File: src/rtl/sec_rtc_pkg.sv
package sec_rtc_pkg;

    // number of match registers; their enables and status bits sit at bits 0..NUM_MATCH-1
    localparam int NUM_MATCH = 2;

    // byte offsets
    localparam int OFS_UP    = 'h00;
    localparam int OFS_DN    = 'h04;
    localparam int OFS_MATCH = 'h08;
    localparam int OFS_CTL   = 'h10;
    localparam int OFS_ST    = 'h14;
    localparam int OFS_KEY   = 'h18;

    // control layout
    localparam int CTL_W     = 8;
    localparam int CTL_SWRST = 4;
    localparam int CTL_HALT  = 6;
    localparam logic [CTL_W-1:0] CTL_KEEP = 8'hDF;

    typedef enum logic [2:0] {
        SEL_NONE,
        SEL_UP,
        SEL_DN,
        SEL_MATCH,
        SEL_CTL,
        SEL_ST,
        SEL_KEY
    } reg_sel_e;

endpackage

File: src/rtl/sec_rtc_count.sv
module sec_rtc_count #(
    parameter int DW = 32
) (
    input  logic          clk,
    input  logic          rst_n,
    input  logic          tick,
    input  logic          halt,
    input  logic          swrst,
    input  logic          ld_up,
    input  logic          ld_dn,
    input  logic [DW-1:0] ld_val,
    output logic [DW-1:0] up_q,
    output logic [DW-1:0] dn_q,
    output logic [DW-1:0] up_nx
);

    typedef struct packed {
        logic [DW-1:0] up;
        logic [DW-1:0] dn;
    } cnt_t;

    cnt_t c_d, c_q;

    always_comb begin
        c_d = c_q;
        if (swrst) begin
            c_d.up = '0;
            c_d.dn = '1;
        end else if (halt) begin
            if (ld_up) c_d.up = ld_val;
            if (ld_dn) c_d.dn = ld_val;
        end else if (tick) begin
            c_d.up = c_q.up + DW'(1);
            c_d.dn = c_q.dn - DW'(1);
        end
    end

    always_ff @(posedge clk or negedge rst_n) begin
        if (!rst_n) begin
            c_q.up <= '0;
            c_q.dn <= '1;
        end else begin
            c_q <= c_d;
        end
    end

    assign up_q  = c_q.up;
    assign dn_q  = c_q.dn;
    assign up_nx = c_d.up;

    p_step_r2: assert property (@(posedge clk) disable iff (!rst_n)
        (tick && !halt && !swrst) |=>
            (up_q == $past(up_q) + DW'(1)) && (dn_q == $past(dn_q) - DW'(1)));

    p_hold_r3: assert property (@(posedge clk) disable iff (!rst_n)
        (halt && !swrst && !ld_up && !ld_dn) |=> $stable(up_q) && $stable(dn_q));

    p_load_r4: assert property (@(posedge clk) disable iff (!rst_n)
        (ld_up && halt && !swrst) |=> (up_q == $past(ld_val)));

    p_clear_r5: assert property (@(posedge clk) disable iff (!rst_n)
        swrst |=> (up_q == '0) && (dn_q == '1));

endmodule

File: src/rtl/sec_rtc_match.sv
module sec_rtc_match #(
    parameter int DW = 32
) (
    input  logic          clk,
    input  logic          rst_n,
    input  logic          tick,
    input  logic [DW-1:0] up_nx,
    input  logic [DW-1:0] match_val,
    input  logic          clr,
    output logic          st_q
);

    logic st_d;
    logic hit;

    always_comb begin
        hit  = tick && (up_nx == match_val);
        st_d = hit || (st_q && !clr);
    end

    always_ff @(posedge clk or negedge rst_n) begin
        if (!rst_n) st_q <= 1'b0;
        else        st_q <= st_d;
    end

    p_set_on_tick_r6: assert property (@(posedge clk) disable iff (!rst_n)
        $rose(st_q) |-> $past(tick));

    p_set_wins_r7: assert property (@(posedge clk) disable iff (!rst_n)
        (tick && (up_nx == match_val)) |=> st_q);

    p_clear_r7: assert property (@(posedge clk) disable iff (!rst_n)
        (clr && !tick) |=> !st_q);

endmodule

File: src/rtl/sec_rtc_regs.sv
module sec_rtc_regs
    import sec_rtc_pkg::*;
#(
    parameter int DW = 32,
    parameter int AW = 8
) (
    input  logic                             clk,
    input  logic                             rst_n,
    input  logic                             pwr_rst_n,
    input  logic                             bus_we,
    input  logic [AW-1:0]                    bus_addr,
    input  logic [DW-1:0]                    bus_wdata,
    input  logic [DW-1:0]                    up_cnt,
    input  logic [DW-1:0]                    dn_cnt,
    input  logic [NUM_MATCH-1:0]             status,
    output logic [DW-1:0]                    bus_rdata,
    output logic [NUM_MATCH-1:0]             ctl_en,
    output logic                             ctl_halt,
    output logic                             ctl_swrst,
    output logic [NUM_MATCH-1:0][DW-1:0]     match_val,
    output logic                             ld_up,
    output logic                             ld_dn,
    output logic [NUM_MATCH-1:0]             clr_mask
);

    localparam int MIW = (NUM_MATCH > 1) ? $clog2(NUM_MATCH) : 1;

    typedef struct packed {
        logic [CTL_W-1:0]                ctl;
        logic [NUM_MATCH-1:0][DW-1:0]    match;
    } regs_t;

    regs_t         r_d, r_q;
    logic [DW-1:0] key_d, key_q;
    reg_sel_e      sel;
    logic [MIW-1:0] midx;

    // address decode
    always_comb begin
        sel  = SEL_NONE;
        midx = '0;
        if      (bus_addr == AW'(OFS_UP))  sel = SEL_UP;
        else if (bus_addr == AW'(OFS_DN))  sel = SEL_DN;
        else if (bus_addr == AW'(OFS_CTL)) sel = SEL_CTL;
        else if (bus_addr == AW'(OFS_ST))  sel = SEL_ST;
        else if (bus_addr == AW'(OFS_KEY)) sel = SEL_KEY;
        for (int i = 0; i < NUM_MATCH; i++) begin
            if (bus_addr == AW'(OFS_MATCH + 4 * i)) begin
                sel  = SEL_MATCH;
                midx = MIW'(i);
            end
        end
    end

    // next state of the software registers
    always_comb begin
        r_d   = r_q;
        key_d = key_q;
        if (bus_we) begin
            case (sel)
                SEL_CTL:   r_d.ctl = bus_wdata[CTL_W-1:0] & CTL_KEEP;
                SEL_MATCH: r_d.match[midx] = bus_wdata;
                SEL_KEY:   key_d = bus_wdata;
                default:   ;
            endcase
        end
    end

    // strobes toward the counters and status bits
    always_comb begin
        ld_up    = bus_we && (sel == SEL_UP);
        ld_dn    = bus_we && (sel == SEL_DN);
        clr_mask = (bus_we && (sel == SEL_ST)) ? bus_wdata[NUM_MATCH-1:0] : '0;
    end

    // read mux
    always_comb begin
        case (sel)
            SEL_UP:    bus_rdata = up_cnt;
            SEL_DN:    bus_rdata = dn_cnt;
            SEL_MATCH: bus_rdata = r_q.match[midx];
            SEL_CTL:   bus_rdata = DW'(r_q.ctl);
            SEL_ST:    bus_rdata = DW'(status);
            SEL_KEY:   bus_rdata = key_q;
            default:   bus_rdata = '0;
        endcase
    end

    always_ff @(posedge clk or negedge rst_n) begin
        if (!rst_n) begin
            r_q.ctl   <= '0;
            r_q.match <= '1;
        end else begin
            r_q <= r_d;
        end
    end

    always_ff @(posedge clk or negedge pwr_rst_n) begin
        if (!pwr_rst_n) key_q <= '0;
        else            key_q <= key_d;
    end

    assign ctl_en    = r_q.ctl[NUM_MATCH-1:0];
    assign ctl_halt  = r_q.ctl[CTL_HALT];
    assign ctl_swrst = r_q.ctl[CTL_SWRST];
    assign match_val = r_q.match;

    p_key_hold_r10: assert property (@(posedge clk) disable iff (!pwr_rst_n)
        !rst_n |=> $stable(key_q));

    p_stray_write_r11: assert property (@(posedge clk) disable iff (!rst_n)
        (bus_we && (sel == SEL_NONE)) |=> $stable(r_q) && $stable(key_q));

endmodule

File: src/rtl/sec_rtc.sv
module sec_rtc
    import sec_rtc_pkg::*;
#(
    parameter int DW = 32,
    parameter int AW = 8
) (
    input  logic          clk,
    input  logic          rst_n,
    input  logic          pwr_rst_n,
    input  logic          tick_i,
    input  logic          bus_we,
    input  logic [AW-1:0] bus_addr,
    input  logic [DW-1:0] bus_wdata,
    output logic [DW-1:0] bus_rdata,
    output logic          irq_o
);

    logic [NUM_MATCH-1:0]         ctl_en;
    logic                         ctl_halt;
    logic                         ctl_swrst;
    logic [NUM_MATCH-1:0][DW-1:0] match_val;
    logic                         ld_up;
    logic                         ld_dn;
    logic [NUM_MATCH-1:0]         clr_mask;
    logic [NUM_MATCH-1:0]         status;
    logic [DW-1:0]                up_q;
    logic [DW-1:0]                dn_q;
    logic [DW-1:0]                up_nx;

    sec_rtc_regs #(.DW(DW), .AW(AW)) u_regs (
        .clk       (clk),
        .rst_n     (rst_n),
        .pwr_rst_n (pwr_rst_n),
        .bus_we    (bus_we),
        .bus_addr  (bus_addr),
        .bus_wdata (bus_wdata),
        .up_cnt    (up_q),
        .dn_cnt    (dn_q),
        .status    (status),
        .bus_rdata (bus_rdata),
        .ctl_en    (ctl_en),
        .ctl_halt  (ctl_halt),
        .ctl_swrst (ctl_swrst),
        .match_val (match_val),
        .ld_up     (ld_up),
        .ld_dn     (ld_dn),
        .clr_mask  (clr_mask)
    );

    sec_rtc_count #(.DW(DW)) u_count (
        .clk    (clk),
        .rst_n  (rst_n),
        .tick   (tick_i),
        .halt   (ctl_halt),
        .swrst  (ctl_swrst),
        .ld_up  (ld_up),
        .ld_dn  (ld_dn),
        .ld_val (bus_wdata),
        .up_q   (up_q),
        .dn_q   (dn_q),
        .up_nx  (up_nx)
    );

    for (genvar g = 0; g < NUM_MATCH; g++) begin : g_match
        sec_rtc_match #(.DW(DW)) u_match (
            .clk       (clk),
            .rst_n     (rst_n),
            .tick      (tick_i),
            .up_nx     (up_nx),
            .match_val (match_val[g]),
            .clr       (clr_mask[g]),
            .st_q      (status[g])
        );
    end

    assign irq_o = |(status & ctl_en);

    p_irq_gate_r9: assert property (@(posedge clk) disable iff (!rst_n)
        (ctl_en == '0) |-> !irq_o);

    p_irq_idle_r9: assert property (@(posedge clk) disable iff (!rst_n)
        (status == '0) |-> !irq_o);

endmodule

File: config.mk
export PLATFORM = sky130hd
export DESIGN_NAME = sec_rtc
export DESIGN_NICKNAME = d
export VERILOG_FILES = /design/src/rtl/sec_rtc_pkg.sv /design/src/rtl/sec_rtc_count.sv /design/src/rtl/sec_rtc_match.sv /design/src/rtl/sec_rtc_regs.sv /design/src/rtl/sec_rtc.sv
export SDC_FILE = /design/constraint.sdc
export NUM_CORES = 1
export LEC_CHECK = 0
export ABC_AREA = 0
export BUFFER_PORTS_ARGS = -buffer_cell sky130_fd_sc_hd__buf_2
export CELL_PAD_IN_SITES_DETAIL_PLACEMENT = 2
export CELL_PAD_IN_SITES_GLOBAL_PLACEMENT = 2
export CORE_ASPECT_RATIO = 1.5
export CORE_MARGIN = 2
export CORE_UTILIZATION = 39
export CTS_CLUSTER_DIAMETER = 150
export CTS_CLUSTER_SIZE = 8
export DETAILED_ROUTE_END_ITERATION = 8
export PLACE_DENSITY = 0.81
export SLEW_MARGIN = 10
export SYNTH_ARGS = -nofsm -noshare
export SYNTH_HDL_FRONTEND = slang
export SYNTH_SLANG_ARGS = --single-unit
File: constraint.sdc
create_clock -name clk -period 3.68 [get_ports clk]
set_input_delay 0.368 -clock clk [delete_from_list [all_inputs] [get_ports clk]]
set_output_delay 0.368 -clock clk [all_outputs]
set_load 0.01 [all_outputs]
==> impl_results.md <==
* Status: complete, no violations
* Max-Cap Viols at 0
* Period utilisation layout at ~93%
* Ys flop type: dfstp_2
* Crit path required time at 4.07 ns
* Max Fclk at 293 MHz
* DIE HEIGHT at around 210 um
* Worst path arrival time at around 3.8 ns
* Clk_skew at about 0.0093 ns
* Sequential area share after synthesis at 39.7%
* Fillers at ~3000
* Initial antenna violation count at 0
* Setup TNS at 0 ns
* Nets at around 1300
* Ant. Diodes at 0
* Placed insts at about 1600
* Share of cells above drive strength 1 at roughly 31%
* I/O Buffers at between 70 and 80
* Synthesized Nets at 1208
* Final wirelength at 53100 um
* Grt met1 use at 44.9%
* Post-route ant nets at 0
* PwrDens at ~380 mW/mm^2
* CTS tree: done
* Slew @ Worst Pin at between 1 and 1.5 ns
* Vias at 10779
* Number of synthesized flops with an enable pin at 0
* Largest net degree at the start of global routing at just over 70
* Hpwl dp at between 30000 and 40000 um
* Sequential cell area at roughly 0.0044 mm^2
* H-Tree Depth at 4
* Power, Total at approximately 4.7 mW
* Fin. max-slew vios at 0
* Worst vdd ir at 0.000334 V
* Hold Path Class: primary input to async pin
* Tmin final at around 3.4 ns
* First-pass GRT wire length at between 70000 and 80000 um
* Ys Warns at 0
* Relative slew slack at 32.4%
* CTS Buffer Depth at 2
* Footprint of the multi-input gates at 0.00613 mm^2
* Worst-path cell chain: ha_1, nand4_2, nor3_1, nor3_1, a2111oi_2, xnor2_1, nand4_1, or4_1, nor4_2, a32o_1
* Iteration-0 DRC Markers at ~730
* Crit-path max FO at 9
* Setup violations, final at 0
* FF-to-FF Start: u_count.up_q[1]$_DFF_PN0_
* Cells after synthesis at approximately 1200
* Ys async rst share at between 90% and 100%
* Root cell of the clock tree: clkbuf_16
* Crit-path most repeated cell: nor3_1
* Setup CP Type: register to register
* Die X-Extent at around 140 um
* Clk_lat worst skew at approximately 0.46 ns
* Wire length per cell at 33.2 um
* Seq cells post-synth at about 170
* Post-route insts no fill at between 1500 and 2000
* Initial core utilization at 39.4%
* Detailed Routing Iterations Pass 1 at 5
* Vias in the first global route at ~12000
* CP top delay family: simple AND/OR/NAND/NOR gates
* Met3 Usage GRT at ~4.4%
* Final hold violations at 0
* Clk sink count at 169
* RSZ-0062 raised after global routing: no
* Final Util at a little under half
* Top Usage Layer GRT: met2
* P_leak at about 5.3 nW
* Startpoint Class: register
* # IOs at around 80
* Met2 Use GR at 62.8%
* Row count at between 70 and 80
* Reg-to-reg setup timing slack at roughly 0.27 ns
* Area of the core at 0.0278 mm^2
* Gpl congestion at 1.04
* Gr usage total at 36.5%
* Residual DRC at 0
* Worst path bufs/invs at 0
* Clk slew on worst S/H paths at roughly 0.07 ns
* Max stage delay cell, worst path: a2111oi_2
* Worst R2R Path Depth at 10
* Worst reg2reg endpoint: g_match[0].u_match.st_q$_DFF_PN0_
* Area grow syn2layout at 15.0%
* Number of buffers created by CTS at 17
* Syn Area/Cell at 9.43 um^2
* Crit end category: register
* Largest stage delay, worst path at 0.47 ns
* Synth unique cells at 84
* Die area at 0.0295 mm^2
* Hold slack at a little under 0.04 ns
* Mapped Area at approximately 0.011 mm^2
* Total grt overflow at 0
* Vias per inst at a little under 7
sequential cells by signal, indices dropped and copies added (netlist names):
register,count
u_regs.ctl_en,2
u_regs.ctl_halt,1
g_match.u_match.st_q,2
u_count.up_q,32
u_regs.match_val,64
u_regs.ctl_swrst,1
u_regs.r_q,3
u_count.dn_q,32
u_regs.key_q,32
worst max-delay path by stage:
stage / startpoint / to / slack [ns] / cells past startpoint
2_1_floorplan: bus_addr[4] / g_match[0].u_match.st_q$_DFF_PN0_ / 0.86 / 12
3_3_place_gp: tick_i / g_match[0].u_match.st_q$_DFF_PN0_ / -0.05 / 10
3_5_place_dp: tick_i / g_match[0].u_match.st_q$_DFF_PN0_ / -0.05 / 10
4_1_cts: u_count.up_q[2]$_DFF_PN0_ / g_match[0].u_match.st_q$_DFF_PN0_ / 0.22 / 9
5_1_grt: u_count.up_q[1]$_DFF_PN0_ / g_match[0].u_match.st_q$_DFF_PN0_ / 0.05 / 10
6_report: u_count.up_q[1]$_DFF_PN0_ / g_match[0].u_match.st_q$_DFF_PN0_ / 0.27 / 10
synthesized netlist by cell type, drive strengths merged (11+ instances only):
| cell | n | area [um^2] |
|---|---|---|
| nor3 | 39 | 211 |
| clkbuf | 56 | 213 |
| a21oi | 46 | 230 |
| nand2 | 111 | 417 |
| dfstp | 96 | 2520 |
| a211oi | 13 | 97.6 |
| mux2i | 54 | 541 |
| nand4 | 20 | 153 |
| nor4 | 28 | 254 |
| nand3 | 24 | 120 |
| a221oi | 23 | 201 |
| dfrtp | 73 | 1830 |
| nor2 | 65 | 246 |
| and3 | 11 | 68.8 |
| mux2 | 88 | 991 |
| inv | 34 | 128 |
| buf | 29 | 179 |
| o21ai | 116 | 581 |
| a31oi | 15 | 93.8 |
| xor2 | 19 | 166 |
| a221o | 31 | 310 |
| xnor2 | 27 | 236 |
power breakdown:
part / internal [mW] / switching [mW]
Sequential: 2.03 / 0.155
Clock: 1.06 / 0.831
Combinational: 0.223 / 0.434
timing repair:
action / 4_1_cts / 5_1_grt
hold buffers: 1 / 0
buffers inserted: 0 / 0
setup endpoints to repair: 1 / 1
endpoints found under the hold margin: 19 / 0
resized for setup: 1 / 3
cells by family (layout without fill, tap and decap cells):
| family | Yosys count | count (layout) | share of synthesized area, % |
|---|---|---|---|
| AOI/OAI and AO/OA | 332 | 332 | 20.7 |
| adders and majority gates | 2 | 2 | 0.229 |
| DFF | 169 | 169 | 39.7 |
| xor gates and xnor gates | 46 | 46 | 3.68 |
| and+or+nand+nor | 350 | 350 | 16.9 |
| muxes | 142 | 142 | 14.0 |
| buffers and inverters | 120 | 211 | 4.78 |
area by class of cell:
type,count,area share (%)
well taps,346,3.44
inverters,35,1.04
flip-flops and latches,169,34.6
clock inverters,7,0.736
clock buffers,25,3.86
repair buffers,144,7.62
multi-input cells,872,48.7
placed cells by master (no fill, tap or decap), types with 23 or more instances in the layout:
master    count
a21oi_1      46
a221o_1      31
a221oi_1     23
buf_2        76
buf_4        61
dfrtp_1      71
dfstp_2      96
inv_1        34
mux2_2       88
mux2i_1      54
nand2_1     111
nand3_1      23
nor2_1       61
nor3_1       35
o21ai_0     114
xnor2_1      27
metrics by stage:
stage	worst slack [ns]	cell area [um^2]
after floorplan	0.863	10900
after global placement	-0.0465	12000
after detailed placement	-0.0519	12000
after CTS	0.218	12600
after global routing	0.0470	12600
final	0.272	12600
per-layer routing:
layer  part of all wire [%]  wire length [um]  vias to the layer above
li1                       -                 -                     4522
met1                     40             21100                     5677
met2                     50             26700                      432
met3                    4.3              2280                      148
met4                    5.5              2930                        0
met5                      0                 0                        -
No activity file was read; power rests on OpenSTA's default activity.
